**config.mk**
```make
export PLATFORM = sky130hd
export DESIGN_NAME = rename_occupancy_tracker
export DESIGN_NICKNAME = d
export VERILOG_FILES = /design/src/rtl/rot_pkg.sv /design/src/rtl/rot_datapath.sv /design/src/rtl/rot_ctrl.sv /design/src/rtl/rename_occupancy_tracker.sv
export SDC_FILE = /design/constraint.sdc
export NUM_CORES = 1
export LEC_CHECK = 0
export ABC_CLOCK_PERIOD_IN_PS = 4000
export BUFFER_PORTS_ARGS = -buffer_cell sky130_fd_sc_hd__buf_2
export CORE_ASPECT_RATIO = 0.7
export CORE_UTILIZATION = 30
export CTS_CLUSTER_DIAMETER = 200
export DETAILED_ROUTE_END_ITERATION = 6
export PLACE_DENSITY_LB_ADDON = 0.05
export SLEW_MARGIN = 20
export SYNTH_ARGS = -nofsm -noshare
export SYNTH_HDL_FRONTEND = slang
export SYNTH_SLANG_ARGS = --single-unit
```
**constraint.sdc**
```tcl
create_clock -name clk -period 4 [get_ports clk]
set_clock_uncertainty 0.1 [all_clocks]
set_input_delay 0.8 -clock clk [delete_from_list [all_inputs] [get_ports clk]]
set_output_delay 0.8 -clock clk [all_outputs]
set_load 0.005 [all_outputs]
```
**src/rtl/rot_pkg.sv**
```systemverilog
package rot_pkg;
  localparam int MAX_FILES = 32;

  typedef logic [MAX_FILES-1:0] fileMask_t;

  // strobes from control to the counter datapath
  typedef struct packed {
    fileMask_t incEn;
    fileMask_t decEn;
    logic      errSet;
  } ctrlStrobe_t;
endpackage

```
**src/rtl/rot_datapath.sv**
```systemverilog
module rot_datapath
  import rot_pkg::*;
#(
  parameter int NUM_FILES = 4,
  parameter int CNT_W     = 6
) (
  input  logic                       clk,
  input  logic                       rst,
  input  logic [NUM_FILES*CNT_W-1:0] capIn,
  input  ctrlStrobe_t                strobe,
  output fileMask_t                  fullVec,
  output fileMask_t                  emptyVec,
  output logic [NUM_FILES*CNT_W-1:0] usedFlat,
  output logic [NUM_FILES*CNT_W-1:0] capFlat,
  output logic                       errFlag
);
  localparam logic [CNT_W-1:0] CNT_MAX = {CNT_W{1'b1}};

  genvar i;
  generate
    for (i = 0; i < MAX_FILES; i++) begin : g_file
      if (i < NUM_FILES) begin : g_live
        logic [CNT_W-1:0] capReg;
        logic [CNT_W-1:0] usedReg;

        always_ff @(posedge clk) begin
          if (rst) begin
            capReg  <= capIn[i*CNT_W +: CNT_W];
            usedReg <= '0;
          end else begin
            unique case ({strobe.incEn[i], strobe.decEn[i]})
              2'b10: if (usedReg != CNT_MAX) usedReg <= usedReg + 1'b1;
              2'b01: if (usedReg != '0) usedReg <= usedReg - 1'b1;
              default: usedReg <= usedReg;
            endcase
          end
        end

        assign fullVec[i]  = (capReg != '0) && (usedReg >= capReg);
        assign emptyVec[i] = (usedReg == '0);
        assign usedFlat[i*CNT_W +: CNT_W] = usedReg;
        assign capFlat[i*CNT_W +: CNT_W]  = capReg;
      end else begin : g_absent
        assign fullVec[i]  = 1'b0;
        assign emptyVec[i] = 1'b1;
      end
    end
  endgenerate

  always_ff @(posedge clk) begin
    if (rst) errFlag <= 1'b0;
    else     errFlag <= strobe.errSet;
  end
endmodule

```
**src/rtl/rot_ctrl.sv**
```systemverilog
module rot_ctrl
  import rot_pkg::*;
#(
  parameter int NUM_FILES = 4
) (
  input  logic        allocValid,
  input  fileMask_t   allocMask,
  input  logic        releaseValid,
  input  fileMask_t   releaseMask,
  input  fileMask_t   queryMask,
  input  fileMask_t   fullVec,
  input  fileMask_t   emptyVec,
  output logic        allocGrant,
  output fileMask_t   queryResp,
  output ctrlStrobe_t strobe
);
  localparam logic [MAX_FILES:0] SPAN = (MAX_FILES+1)'(1) << NUM_FILES;
  localparam fileMask_t LIVE = fileMask_t'(SPAN - 1'b1);
  localparam fileMask_t ROOT = fileMask_t'(1);

  fileMask_t allocSel;
  fileMask_t relSel;
  fileMask_t underflow;
  logic      blocked;

  always_comb begin
    allocSel   = (allocMask | ROOT) & LIVE;
    relSel     = releaseValid ? ((releaseMask | ROOT) & LIVE) : '0;
    blocked    = |(allocSel & fullVec);
    allocGrant = allocValid && !blocked;

    strobe.incEn  = allocGrant ? allocSel : '0;
    underflow     = relSel & emptyVec & ~strobe.incEn;
    strobe.decEn  = relSel & ~underflow;
    strobe.errSet = (allocValid && blocked) || (|underflow);

    queryResp = (queryMask | ROOT) & LIVE & fullVec;
  end
endmodule

```
**src/rtl/rename_occupancy_tracker.sv**
```systemverilog
module rename_occupancy_tracker
  import rot_pkg::*;
#(
  parameter int NUM_FILES = 4,
  parameter int CNT_W     = 6
) (
  input  logic                       clk,
  input  logic                       rst,
  input  logic [NUM_FILES*CNT_W-1:0] capIn,
  input  logic                       allocValid,
  input  logic [31:0]                allocMask,
  input  logic                       releaseValid,
  input  logic [31:0]                releaseMask,
  input  logic [31:0]                queryMask,
  output logic                       allocGrant,
  output logic [31:0]                queryResp,
  output logic                       errFlag
);
  ctrlStrobe_t                strobe;
  fileMask_t                  fullVec;
  fileMask_t                  emptyVec;
  logic [NUM_FILES*CNT_W-1:0] usedFlat;
  logic [NUM_FILES*CNT_W-1:0] capFlat;

  rot_ctrl #(.NUM_FILES(NUM_FILES)) u_ctrl (
    .allocValid  (allocValid),
    .allocMask   (allocMask),
    .releaseValid(releaseValid),
    .releaseMask (releaseMask),
    .queryMask   (queryMask),
    .fullVec     (fullVec),
    .emptyVec    (emptyVec),
    .allocGrant  (allocGrant),
    .queryResp   (queryResp),
    .strobe      (strobe)
  );

  rot_datapath #(.NUM_FILES(NUM_FILES), .CNT_W(CNT_W)) u_dp (
    .clk     (clk),
    .rst     (rst),
    .capIn   (capIn),
    .strobe  (strobe),
    .fullVec (fullVec),
    .emptyVec(emptyVec),
    .usedFlat(usedFlat),
    .capFlat (capFlat),
    .errFlag (errFlag)
  );
endmodule

```
==> impl_results.md, run 1 <==
* # resized after CTS at 0
* Comb power frac at 43.7%
* TritonCTS clock tree: done
* Fmax at 0.271 GHz
* IO buf count at 42
* First-pass GRT wire length at 13.4 mm
* Hold path cells at 2
* Top cell type's share of synthesized area at 19.5%
* Vias in the first global route at 2741
* CP required at 4.13 ns
* Int Pwr at 1.24 mW
* Clk pwr share at 21.4%
* Synthesis-to-finish area growth at 14.0%
* Slowest stage delay, CP at 0.42 ns
* Layout cells sized above 1 at 21.7%
* Commonest non-fill, non-tap cells in the layout: 42 x inv_1, 42 x ha_1, 42 x buf_2
* Sw Share at 38.4%
* Worst hold path class: reg -> reg
* Setup repair bufs after CTS at 0
* Die ar. at 12800 µm²
* Total CTS buffers at 5
* Initial core utilization at 31.2%
* Slew Viols, Final at 0
* Seq pwr share at 34.9%
* Clock slew at reported path FFs at 0.07 ns
* Worst setup EP type: register
* Post-Syn Area at 3700 µm²
* CTS Sinks at 49
* Final setup viols at 0
* Top post-synthesis cells by area: edfxtp_1 19%, ha_1 14%, dfxtp_1 14%
* Power Total at 2.01 mW
* Remaining DRCs at 0
* FFs w/ async S/R, synth at 0%
* Final Hold Viols at 0
* Worst path arrival time at 3.82 ns
* Clock Path Buffers at 2
* Startpoint class of the critical path: register
* Synth cell types at 59
* Max FO, Critical Path at 5
* Htree depth at 2
* DRT Pass-1 Iters at 4
* Placer Congestion at 0.780
* RSZ-0062 raised after global routing: false
* Initial antenna violation count at 0
* Number of cells after detailed placement at 606
* Die Ht at 94.9 µm
* Hold-fix buffers, CTS at 0
* Area leader, netlist: edfxtp_1
* PD cells at 477 nW/µm²
* Routed WL per cell at 13.2 µm
* Slew headroom at 42.5%
* Ys flop type: dfxtp_1
* DP HPWL at 6.29 mm
* Max-Cap Viols at 0
* Net switching power at 0.773 mW
* Part of the cycle the worst path needs at 92.3%
* Reg2Reg Depth at 17
* Seq cells post-synth at 49
* Post-Route WL at 8.13 mm
* Setup Total Neg Slack at 0 ns
* VDD IR max at 0.183 mV
* Non-filler cells, final at 614
* Worst-path cell chain: ha_1 > nand2b_1 > a21oi_2 > o221ai_2 > a32o_2 > nor2_1 > nand2_1 > a21oi_1 > ha_1 > ha_1 > a21o_1 > a21oi_2 > o21bai_1 > a21oi_1 > xnor2_1 > or3_1 > a21oi_1
* Root buffer cell: clkbuf_16
* Average vias per placed instance at 4.55
* Total gr overflow at 0
* Worst Tran Pin Value at 0.863 ns
* All-Layer GR Usage at 13.6%
* Setup WS post-layout at 0.309 ns
* Status: complete, no violations
* Final period demand of the worst path at 3.69 ns
* Synth Area per Inst at 9.22 µm²
* Core ar. at 11900 µm²
* Synth warnings at 0
* Row cnt at 33
* Ant diodes at 0
* Register area share after synthesis at 33.0%
* Mapped Cells at 401
* Clk_lat worst skew at 0.30 ns
* Leak at 1.98 nW
* Kind of critical path: reg -> reg
* 1st-iter DRT viols at 116
* Slowest stage cell, crit path: edfxtp_1
* Detailed-route via count at 2791
* Largest net degree at the start of global routing at 39
* Nets at 626
* Number of flops mapped to enable cells by yosys at 24
* Worst slack, placed at 0.148 ns
* Routed Antenna Nets at 0
* Die W at 135 µm
* Ports at 158
[routing by layer]
layer / wire [µm] / vias to the layer above / GRT usage (%)
met5: 0 / - / 0
met4: 51 / 0 / 2.81
met3: 416 / 4 / 3.92
met2: 3230 / 57 / 21.0
met1: 4430 / 1246 / 18.8
li1: - / 1484 / -
[critical path: cells and delay by family, from the launching register on]
family / cells / cell delay [ns]
AOI/OAI and AO/OA: 9 / 1.51
DFF: 1 / 0.42
xor gates and xnor gates: 1 / 0.10
and+or+nand+nor: 4 / 0.75
adders and majority gates: 3 / 0.76
[Yosys cell counts, types with 9 or more instances]
library cell / instances
ha_1: 42
inv_1: 42
a21oi_1: 36
nor2_1: 34
buf_4: 30
dfxtp_1: 25
edfxtp_1: 24
nand2_1: 20
o21ai_1: 14
a21o_1: 9
nand3_1: 9
[sequential cells by signal (all words and copies together), names as in the netlist]
signal,cells
u_dp.g_file.g_live.capReg,24
u_dp.g_file.g_live.usedReg,24
u_dp.errFlag,1
[metrics by stage]
stage | hold WS (ns) | cell area (µm²) | util (%)
final | 0.447 | 4220 | 35.6
after detailed placement | 0.437 | 4060 | 34.3
after global placement | 0.448 | 4060 | 34.3
after global routing | 0.476 | 4220 | 35.6
after CTS | 0.446 | 4200 | 35.5
after floorplan | 0.387 | 3800 | -
[cells by family (layout without fill, tap and decap cells)]
kind of cell | after synthesis | in the layout | synth area share [%]
AOI/OAI and AO/OA | 95 | 95 | 18.5
xor gates and xnor gates | 14 | 14 | 3.32
adders and majority gates | 46 | 46 | 16.4
buffers and inverters | 84 | 113 | 12.0
DFF | 49 | 49 | 33.0
muxes | 5 | 5 | 1.42
other | 1 | 28 | 0.101
and+or+nand+nor | 107 | 107 | 15.2
[power groups by stage]
stage	clock, mW	sequential (mW)	combinational (mW)
2_1_floorplan	0	0.691	0.669
3_3_place_gp	0	0.713	0.858
3_5_place_dp	0	0.712	0.875
4_1_cts	0.447	0.701	0.882
5_1_grt	0.467	0.717	1.01
6_report	0.431	0.701	0.878
[area by class of cell]
type | count | area [µm²]
Multi-Input combinational cell | 295 | 2140
Inverter | 46 | 173
Tap cell | 157 | 196
Clock inverter | 3 | 17.5
Timing Repair Buffer | 59 | 338
Sequential cell | 49 | 1220
Fill cell | 1214 | 7630
Clock buffer | 5 | 125
[worst paths after layout]
path | slack (ns) | endpoint | startpoint
worst max register to register | 0.31 | u_dp.g_file[3].g_live.usedReg[5] | u_dp.g_file[2].g_live.capReg[0]
worst min register to register | 0.45 | u_dp.g_file[3].g_live.usedReg[5] | u_dp.g_file[3].g_live.usedReg[5]
worst max-delay path | 0.31 | u_dp.g_file[3].g_live.usedReg[5] | u_dp.g_file[2].g_live.capReg[0]
worst min-delay path | 0.45 | u_dp.g_file[3].g_live.usedReg[5] | u_dp.g_file[3].g_live.usedReg[5]
Power figures use the tool's default switching activity.
==> inputs of run 2 (changes only) <==
--- a/config.mk
+++ b/config.mk
@@ -11,7 +11,7 @@
 export CORE_UTILIZATION = 30
 export CTS_CLUSTER_DIAMETER = 200
 export DETAILED_ROUTE_END_ITERATION = 6
-export PLACE_DENSITY_LB_ADDON = 0.05
+export PLACE_DENSITY = 0.65
 export SLEW_MARGIN = 20
 export SYNTH_ARGS = -nofsm -noshare
 export SYNTH_HDL_FRONTEND = slang
==> impl_results.md, run 2 (synthesis gave the netlist of run 1 again) <==
* First-pass GRT wire length at 13.5 mm (was 13.4 mm)
* Ports at 158 (unchanged)
* All-Layer GR Usage at 13.6% (about the same)
* Root buffer cell: clkbuf_16 (unchanged)
* DRT Pass-1 Iters at 4 (unchanged)
* Post-Route WL at 7.98 mm (was 8.13 mm)
* Regs by FF count: u_dp.g_file.g_live.capReg x24, u_dp.g_file.g_live.usedReg x24, u_dp.errFlag x1 (unchanged)
* Vias in the first global route at 2793 (was 2741)
* Part of the cycle the worst path needs at 93.8% (was 92.3%)
* 1st-iter DRT viols at 158 (was 116)
* Setup Total Neg Slack at 0 ns (unchanged)
* Die W at 135 µm (unchanged)
* RSZ-0062 raised after global routing: false (unchanged)
* Reg-to-Reg End: u_dp.g_file[3].g_live.usedReg[5] (unchanged)
* Worst-path cell chain: inv_1 > ha_1 > a21oi_1 > o211a_1 > o21ai_1 > a32o_2 > nor2_4 > nand2_2 > a21oi_1 > ha_2 > ha_1 > a21o_1 > a21oi_2 > o21bai_1 > a21oi_1 > xnor2_1 > or3_1 > a21oi_1 (was ha_1 > nand2b_1 > a21oi_2 > o221ai_2 > a32o_2 > nor2_1 > nand2_1 > a21oi_1 > ha_1 > ha_1 > a21o_1 > a21oi_2 > o21bai_1 > a21oi_1 > xnor2_1 > or3_1 > a21oi_1)
* IO buf count at 42 (unchanged)
* Hold path cells at 2 (unchanged)
* Met3 usage at 3.65% (was 3.92%)
* Die ar. at 12800 µm² (unchanged)
* CP required at 4.12 ns (was 4.13 ns)
* Ant diodes at 0 (unchanged)
* Core ar. at 11900 µm² (unchanged)
* FF-to-FF setup slack at 0.25 ns (was 0.31 ns)
* Clk_lat worst skew at 0.29 ns (was 0.30 ns)
* Worst path arrival time at 3.87 ns (was 3.82 ns)
* Layout cells sized above 1 at 20.7% (was 21.7%)
* DP HPWL at 6.19 mm (was 6.29 mm)
* CP Buf/Inv Count at 1 (was 0)
* Status: complete, no violations (unchanged)
* Detailed-route via count at 2917 (was 2791)
* Startpoint class of the critical path: register (unchanged)
* Largest net degree at the start of global routing at 40 (was 39)
* TritonCTS clock tree: done (unchanged)
* Hold Crit Start: u_dp.g_file[3].g_live.usedReg[5] (unchanged)
* M1 GR Usage at 19.0% (was 18.8%)
* Hold-fix buffers, CTS at 0 (unchanged)
* Row cnt at 33 (unchanged)
* Synthesis-to-finish area growth at 13.5% (was 14.0%)
* Fmax at 0.266 GHz (was 0.271 GHz)
* Total gr overflow at 0 (unchanged)
* Critical path's top delay family: compound AO/OA/AOI/OAI gates (unchanged)
* Worst r2r src: u_dp.g_file[0].g_live.capReg[5] (was u_dp.g_file[2].g_live.capReg[0])
* GR peak layer: met2 (unchanged)
* PD cells at 492 nW/µm² (was 477 nW/µm²)
* VDD IR max at 0.177 mV (was 0.183 mV)
* Slowest stage cell, crit path: edfxtp_1 (unchanged)
* Worst hold path class: reg -> reg (unchanged)
* Worst Tran Pin Value at 0.814 ns (was 0.863 ns)
* Slew Viols, Final at 0 (unchanged)
* Slew headroom at 45.5% (was 42.5%)
* Htree depth at 2 (unchanged)
* CTS Sinks at 49 (unchanged)
* Commonest non-fill, non-tap cells in the layout: 42 x inv_1, 42 x buf_2, 41 x ha_1 (was 42 x inv_1, 42 x ha_1, 42 x buf_2)
* Initial core utilization at 31.2% (unchanged)
* Routed WL per cell at 13.2 µm (about the same)
* Final period demand of the worst path at 3.75 ns (was 3.69 ns)
* Leak at 1.96 nW (was 1.98 nW)
* Clock Path Buffers at 2 (unchanged)
* Routed Antenna Nets at 0 (unchanged)
* Power Total at 2.06 mW (was 2.01 mW)
* Nets at 618 (was 626)
* Reg2Reg Depth at 18 (was 17)
* Clock slew at reported path FFs at 0.06 ns (was 0.07 ns)
* Worst setup EP type: register (unchanged)
* Max-Cap Viols at 0 (unchanged)
* Initial antenna violation count at 0 (unchanged)
* Final Hold Viols at 0 (unchanged)
* Average vias per placed instance at 4.81 (was 4.55)
* Kind of critical path: reg -> reg (unchanged)
* Hold Crit Endpoint: u_dp.g_file[3].g_live.usedReg[5] (unchanged)
* CP dominant cell by count: a21oi_1
* Final setup viols at 0 (unchanged)
* Placer Congestion at 0.792 (was 0.780)
* Max FO, Critical Path at 5 (unchanged)
* Die Ht at 94.9 µm (unchanged)
* Total CTS buffers at 5 (unchanged)
* Remaining DRCs at 0 (unchanged)
* Slowest stage delay, CP at 0.37 ns (was 0.42 ns)
* GRT met2 Usage at 20.5% (was 21.0%)
==> run 2: changes by cell type in the layout (fill, tap and decap cells not counted), sizes merged <==
cell / previous run / this run
buf: 59 / 51
clkbuf: 5 / 7
clkinv: 2 / 0
bufinv: 0 / 1
clkinvlp: 1 / 0
==> run 2: routing by layer <==
metal  routed length (µm)  vias up
met5                    0        -
met4                   84        0
met3                  560        9
met2                 3290       92
met1                 4040     1346
li1                     -     1470
==> run 2: metrics by stage <==
step	instances	util (%)	cell area [µm²]	hold slack [ns]	worst slack, ns
2_1_floorplan	428	-	3800	0.387	0.279
3_3_place_gp	597	33.7	3990	0.430	0.164
3_5_place_dp	597	33.7	3990	0.436	0.0616
4_1_cts	605	35.1	4170	0.446	0.0155
5_1_grt	606	35.4	4200	0.478	0.00338
6_report	606	35.4	4200	0.442	0.247
==> run 2: worst min-delay path, cell delays in order, from the launching register on <==
cell and delay (ns):
dfxtp_1 0.35, o21ai_1 0.09, a21oi_1 0.06
==> run 2: layout make-up <==
type | instances | area (µm²)
Clock inverter | 1 | 30.0
Multi-Input combinational cell | 295 | 2160
Sequential cell | 49 | 1220
Timing Repair Buffer | 51 | 278
Inverter | 46 | 173
Fill cell | 1182 | 7650
Tap cell | 157 | 196
Clock buffer | 7 | 143
==> run 2: timing repair <==
action,in CTS,in global routing
buffers inserted,0,1
gates resized for setup,0,8
setup endpoints to repair,0,3
==> run 2: worst max path at each step <==
| stage | start | endpoint | slack [ns] | cells after the start |
|---|---|---|---|---|
| 2_1_floorplan | u_dp.g_file[2].g_live.usedReg[0] | u_dp.g_file[3].g_live.usedReg[5] | 0.28 | 18 |
| 3_3_place_gp | u_dp.g_file[2].g_live.capReg[0] | u_dp.g_file[3].g_live.usedReg[5] | 0.16 | 17 |
| 3_5_place_dp | u_dp.g_file[0].g_live.usedReg[0] | u_dp.g_file[3].g_live.usedReg[5] | 0.06 | 18 |
| 4_1_cts | u_dp.g_file[0].g_live.usedReg[0] | u_dp.g_file[3].g_live.usedReg[5] | 0.02 | 18 |
| 5_1_grt | u_dp.g_file[2].g_live.capReg[0] | u_dp.g_file[3].g_live.usedReg[5] | 0.003 | 17 |
| 6_report | u_dp.g_file[0].g_live.capReg[5] | u_dp.g_file[3].g_live.usedReg[5] | 0.25 | 18 |
==> run 2: where the power goes <==
part / switching [mW] / internal, mW
sequential: 0.0956 / 0.613
combinational: 0.483 / 0.373
clock: 0.186 / 0.313
total: 0.765 / 1.30
==> inputs of run 3 (changes only) <==
==> constraint.sdc (replaced) <==
create_clock -name clk -period 4 [get_ports clk]
set_clock_uncertainty 0.1 [all_clocks]
set_input_delay 0 -clock clk [delete_from_list [all_inputs] [get_ports clk]]
set_output_delay 0 -clock clk [all_outputs]
set_load 0.005 [all_outputs]
==> impl_results.md, run 3 (synthesis gave the netlist of run 1 again) <==
* Status: complete, no violations (unchanged)
* Vias in the first global route at 2968 (was 2793)
* Worst hold path class: in -> reg (was reg -> reg)
* PD cells at 461 nW/µm² (was 492 nW/µm²)
* Nets at 642 (was 618)
* Worst Tran Pin Value at 0.816 ns (was 0.814 ns)
* Worst path arrival time at 3.86 ns (was 3.87 ns)
* Max FO, Critical Path at 5 (unchanged)
* Largest net degree at the start of global routing at 52 (was 40)
* Power Total at 2.04 mW (was 2.06 mW)
* Ant diodes at 0 (unchanged)
* Commonest non-fill, non-tap cell in the layout: inv_1
* Core ar. at 11900 µm² (unchanged)
* Detailed-route via count at 3012 (was 2917)
* Startpoint class of the critical path: register (unchanged)
* Die W at 135 µm (unchanged)
* Total gr overflow at 0 (unchanged)
* CP required at 4.12 ns (about the same)
* Remaining DRCs at 0 (unchanged)
* # fillers at 1178 (was 1182)
* IO buf count at 42 (unchanged)
* Clock slew at reported path FFs at 0.07 ns (was 0.06 ns)
* 1st-iter DRT viols at 151 (was 158)
* Hold Crit Endpoint: u_dp.errFlag (was u_dp.g_file[3].g_live.usedReg[5])
* Kind of critical path: reg -> reg (unchanged)
* Initial antenna violation count at 0 (unchanged)
* Slew Viols, Final at 0 (unchanged)
* CTS Sinks at 49 (unchanged)
* Die ar. at 12800 µm² (unchanged)
* Worst r2r src: u_dp.g_file[2].g_live.capReg[0] (was u_dp.g_file[0].g_live.capReg[5])
* Reg-to-Reg End: u_dp.g_file[3].g_live.usedReg[5] (unchanged)
* Final period demand of the worst path at 3.74 ns (was 3.75 ns)
* Part of the cycle the worst path needs at 93.4% (was 93.8%)
* Setup Total Neg Slack at 0 ns (unchanged)
* First-pass GRT wire length at 13.9 mm (was 13.5 mm)
* Slew headroom at 45.3% (was 45.5%)
* Average vias per placed instance at 4.78 (was 4.81)
* DRT Pass-1 Iters at 4 (unchanged)
* Row cnt at 33 (unchanged)
* Final setup viols at 0 (unchanged)
* Non-filler cells, final at 630 (was 606)
* Hold path cells at 3 (was 2)
* Post-Route WL at 8.21 mm (was 7.98 mm)
* Htree depth at 2 (unchanged)
* Commonest non-fill, non-tap cells in the layout: 42 x inv_1, 41 x ha_1, 41 x buf_2 (was 42 x inv_1, 42 x buf_2, 41 x ha_1)
* Hold Crit Start: allocMask[3] (was u_dp.g_file[3].g_live.usedReg[5])
* Number of cells after detailed placement at 596 (was 597)
* Ports at 158 (unchanged)
* Layout cells sized above 1 at 20.3% (was 20.7%)
* Clock Path Buffers at 2 (unchanged)
* Routed Antenna Nets at 0 (unchanged)
* Leak at 2.05 nW (was 1.96 nW)
* Worst setup EP type: register (unchanged)
* VDD IR max at 0.251 mV (was 0.177 mV)
* Max-Cap Viols at 0 (unchanged)
* Total CTS buffers at 5 (unchanged)
* FF-to-FF setup slack at 0.26 ns (was 0.25 ns)
* Placer Congestion at 0.803 (was 0.792)
* Initial core utilization at 31.2% (unchanged)
* Reg2Reg Depth at 17 (was 18)
* Regs by FF count: u_dp.g_file.g_live.capReg x24, u_dp.g_file.g_live.usedReg x24, u_dp.errFlag x1 (unchanged)
* Root buffer cell: clkbuf_16 (unchanged)
* Fmax at 0.268 GHz (was 0.266 GHz)
* All-Layer GR Usage at 14.0% (was 13.6%)
* Die Ht at 94.9 µm (unchanged)
* Final Hold Viols at 0 (unchanged)
* Routed WL per cell at 13.0 µm (was 13.2 µm)
* TritonCTS clock tree: done (unchanged)
* Clk_lat worst skew at 0.30 ns (was 0.29 ns)
* Synthesis-to-finish area growth at 19.7% (was 13.5%)
* DP HPWL at 6.12 mm (was 6.19 mm)
-- run 3: critical path, stage by stage, from the launching register on --
cell and delay [ns]:
edfxtp_1 0.41, ha_1 0.30, nand2b_1 0.15, a21oi_2 0.15
o221ai_2 0.16, a32o_2 0.35, nor2_2 0.15, nand2_2 0.11
a21oi_2 0.16, ha_2 0.22, buf_4 0.14, ha_1 0.26
a21oi_2 0.20, o21bai_1 0.09, a21oi_2 0.14, xnor2_1 0.09
or3_1 0.32, a21oi_1 0.17
-- run 3: cell type report --
type	instances	area, µm²	area share, %
Tap cell	157	196	4.44
Multi-Input combinational cell	295	2150	48.7
Clock inverter	1	5.00	0.113
Sequential cell	49	1220	27.7
Inverter	46	173	3.90
Clock buffer	7	153	3.45
Timing Repair Buffer	75	520	11.8
-- run 3: power by group --
part	leakage, nW	internal, mW	switching (mW)
registers	0.440	0.613	0.100
clock network	0.0799	0.265	0.191
logic	1.53	0.390	0.479
total	2.05	1.27	0.771
-- run 3: layer usage --
metal	wire [µm]	up-vias	track usage, %
li1	-	1514	-
met1	4120	1397	19.0
met2	3410	94	21.4
met3	610	7	4.24
met4	65	0	3.65
met5	0	-	0
-- run 3: worst max-delay path by stage --
| stage | from | endpoint | slack [ns] | depth (start not counted) |
|---|---|---|---|---|
| final | u_dp.g_file[2].g_live.capReg[0] | u_dp.g_file[3].g_live.usedReg[5] | 0.26 | 17 |
| after global routing | u_dp.g_file[2].g_live.capReg[0] | u_dp.g_file[3].g_live.usedReg[5] | -0.005 | 17 |
| after CTS | u_dp.g_file[2].g_live.capReg[0] | u_dp.g_file[3].g_live.usedReg[5] | 0.05 | 17 |
| after detailed placement | u_dp.g_file[2].g_live.capReg[0] | u_dp.g_file[3].g_live.usedReg[5] | 0.01 | 17 |
| after global placement | u_dp.g_file[2].g_live.capReg[0] | u_dp.g_file[3].g_live.usedReg[5] | 0.23 | 17 |
| after floorplan | u_dp.g_file[2].g_live.usedReg[0] | u_dp.g_file[3].g_live.usedReg[5] | 0.28 | 18 |
-- run 3: repair_timing --
action                     4_1_cts  5_1_grt
resized for setup                1        8
setup endpoints to repair        1        2
hold endpoints to repair        24        0
pin swaps                        0        2
hold buffers                    24        0
setup buffers                    0        2
-- run 3: through the flow --
step,cell area [µm²],worst slack (ns),hold WS [ns],util [%]
6_report,4430,0.263,0.0510,37.3
5_1_grt,4430,-0.00491,0.0821,37.3
4_1_cts,4390,0.0536,0.0745,37.0
3_5_place_dp,3990,0.0139,0.0781,33.6
3_3_place_gp,3990,0.232,0.0764,33.6
2_1_floorplan,3800,0.279,-0.0263,-
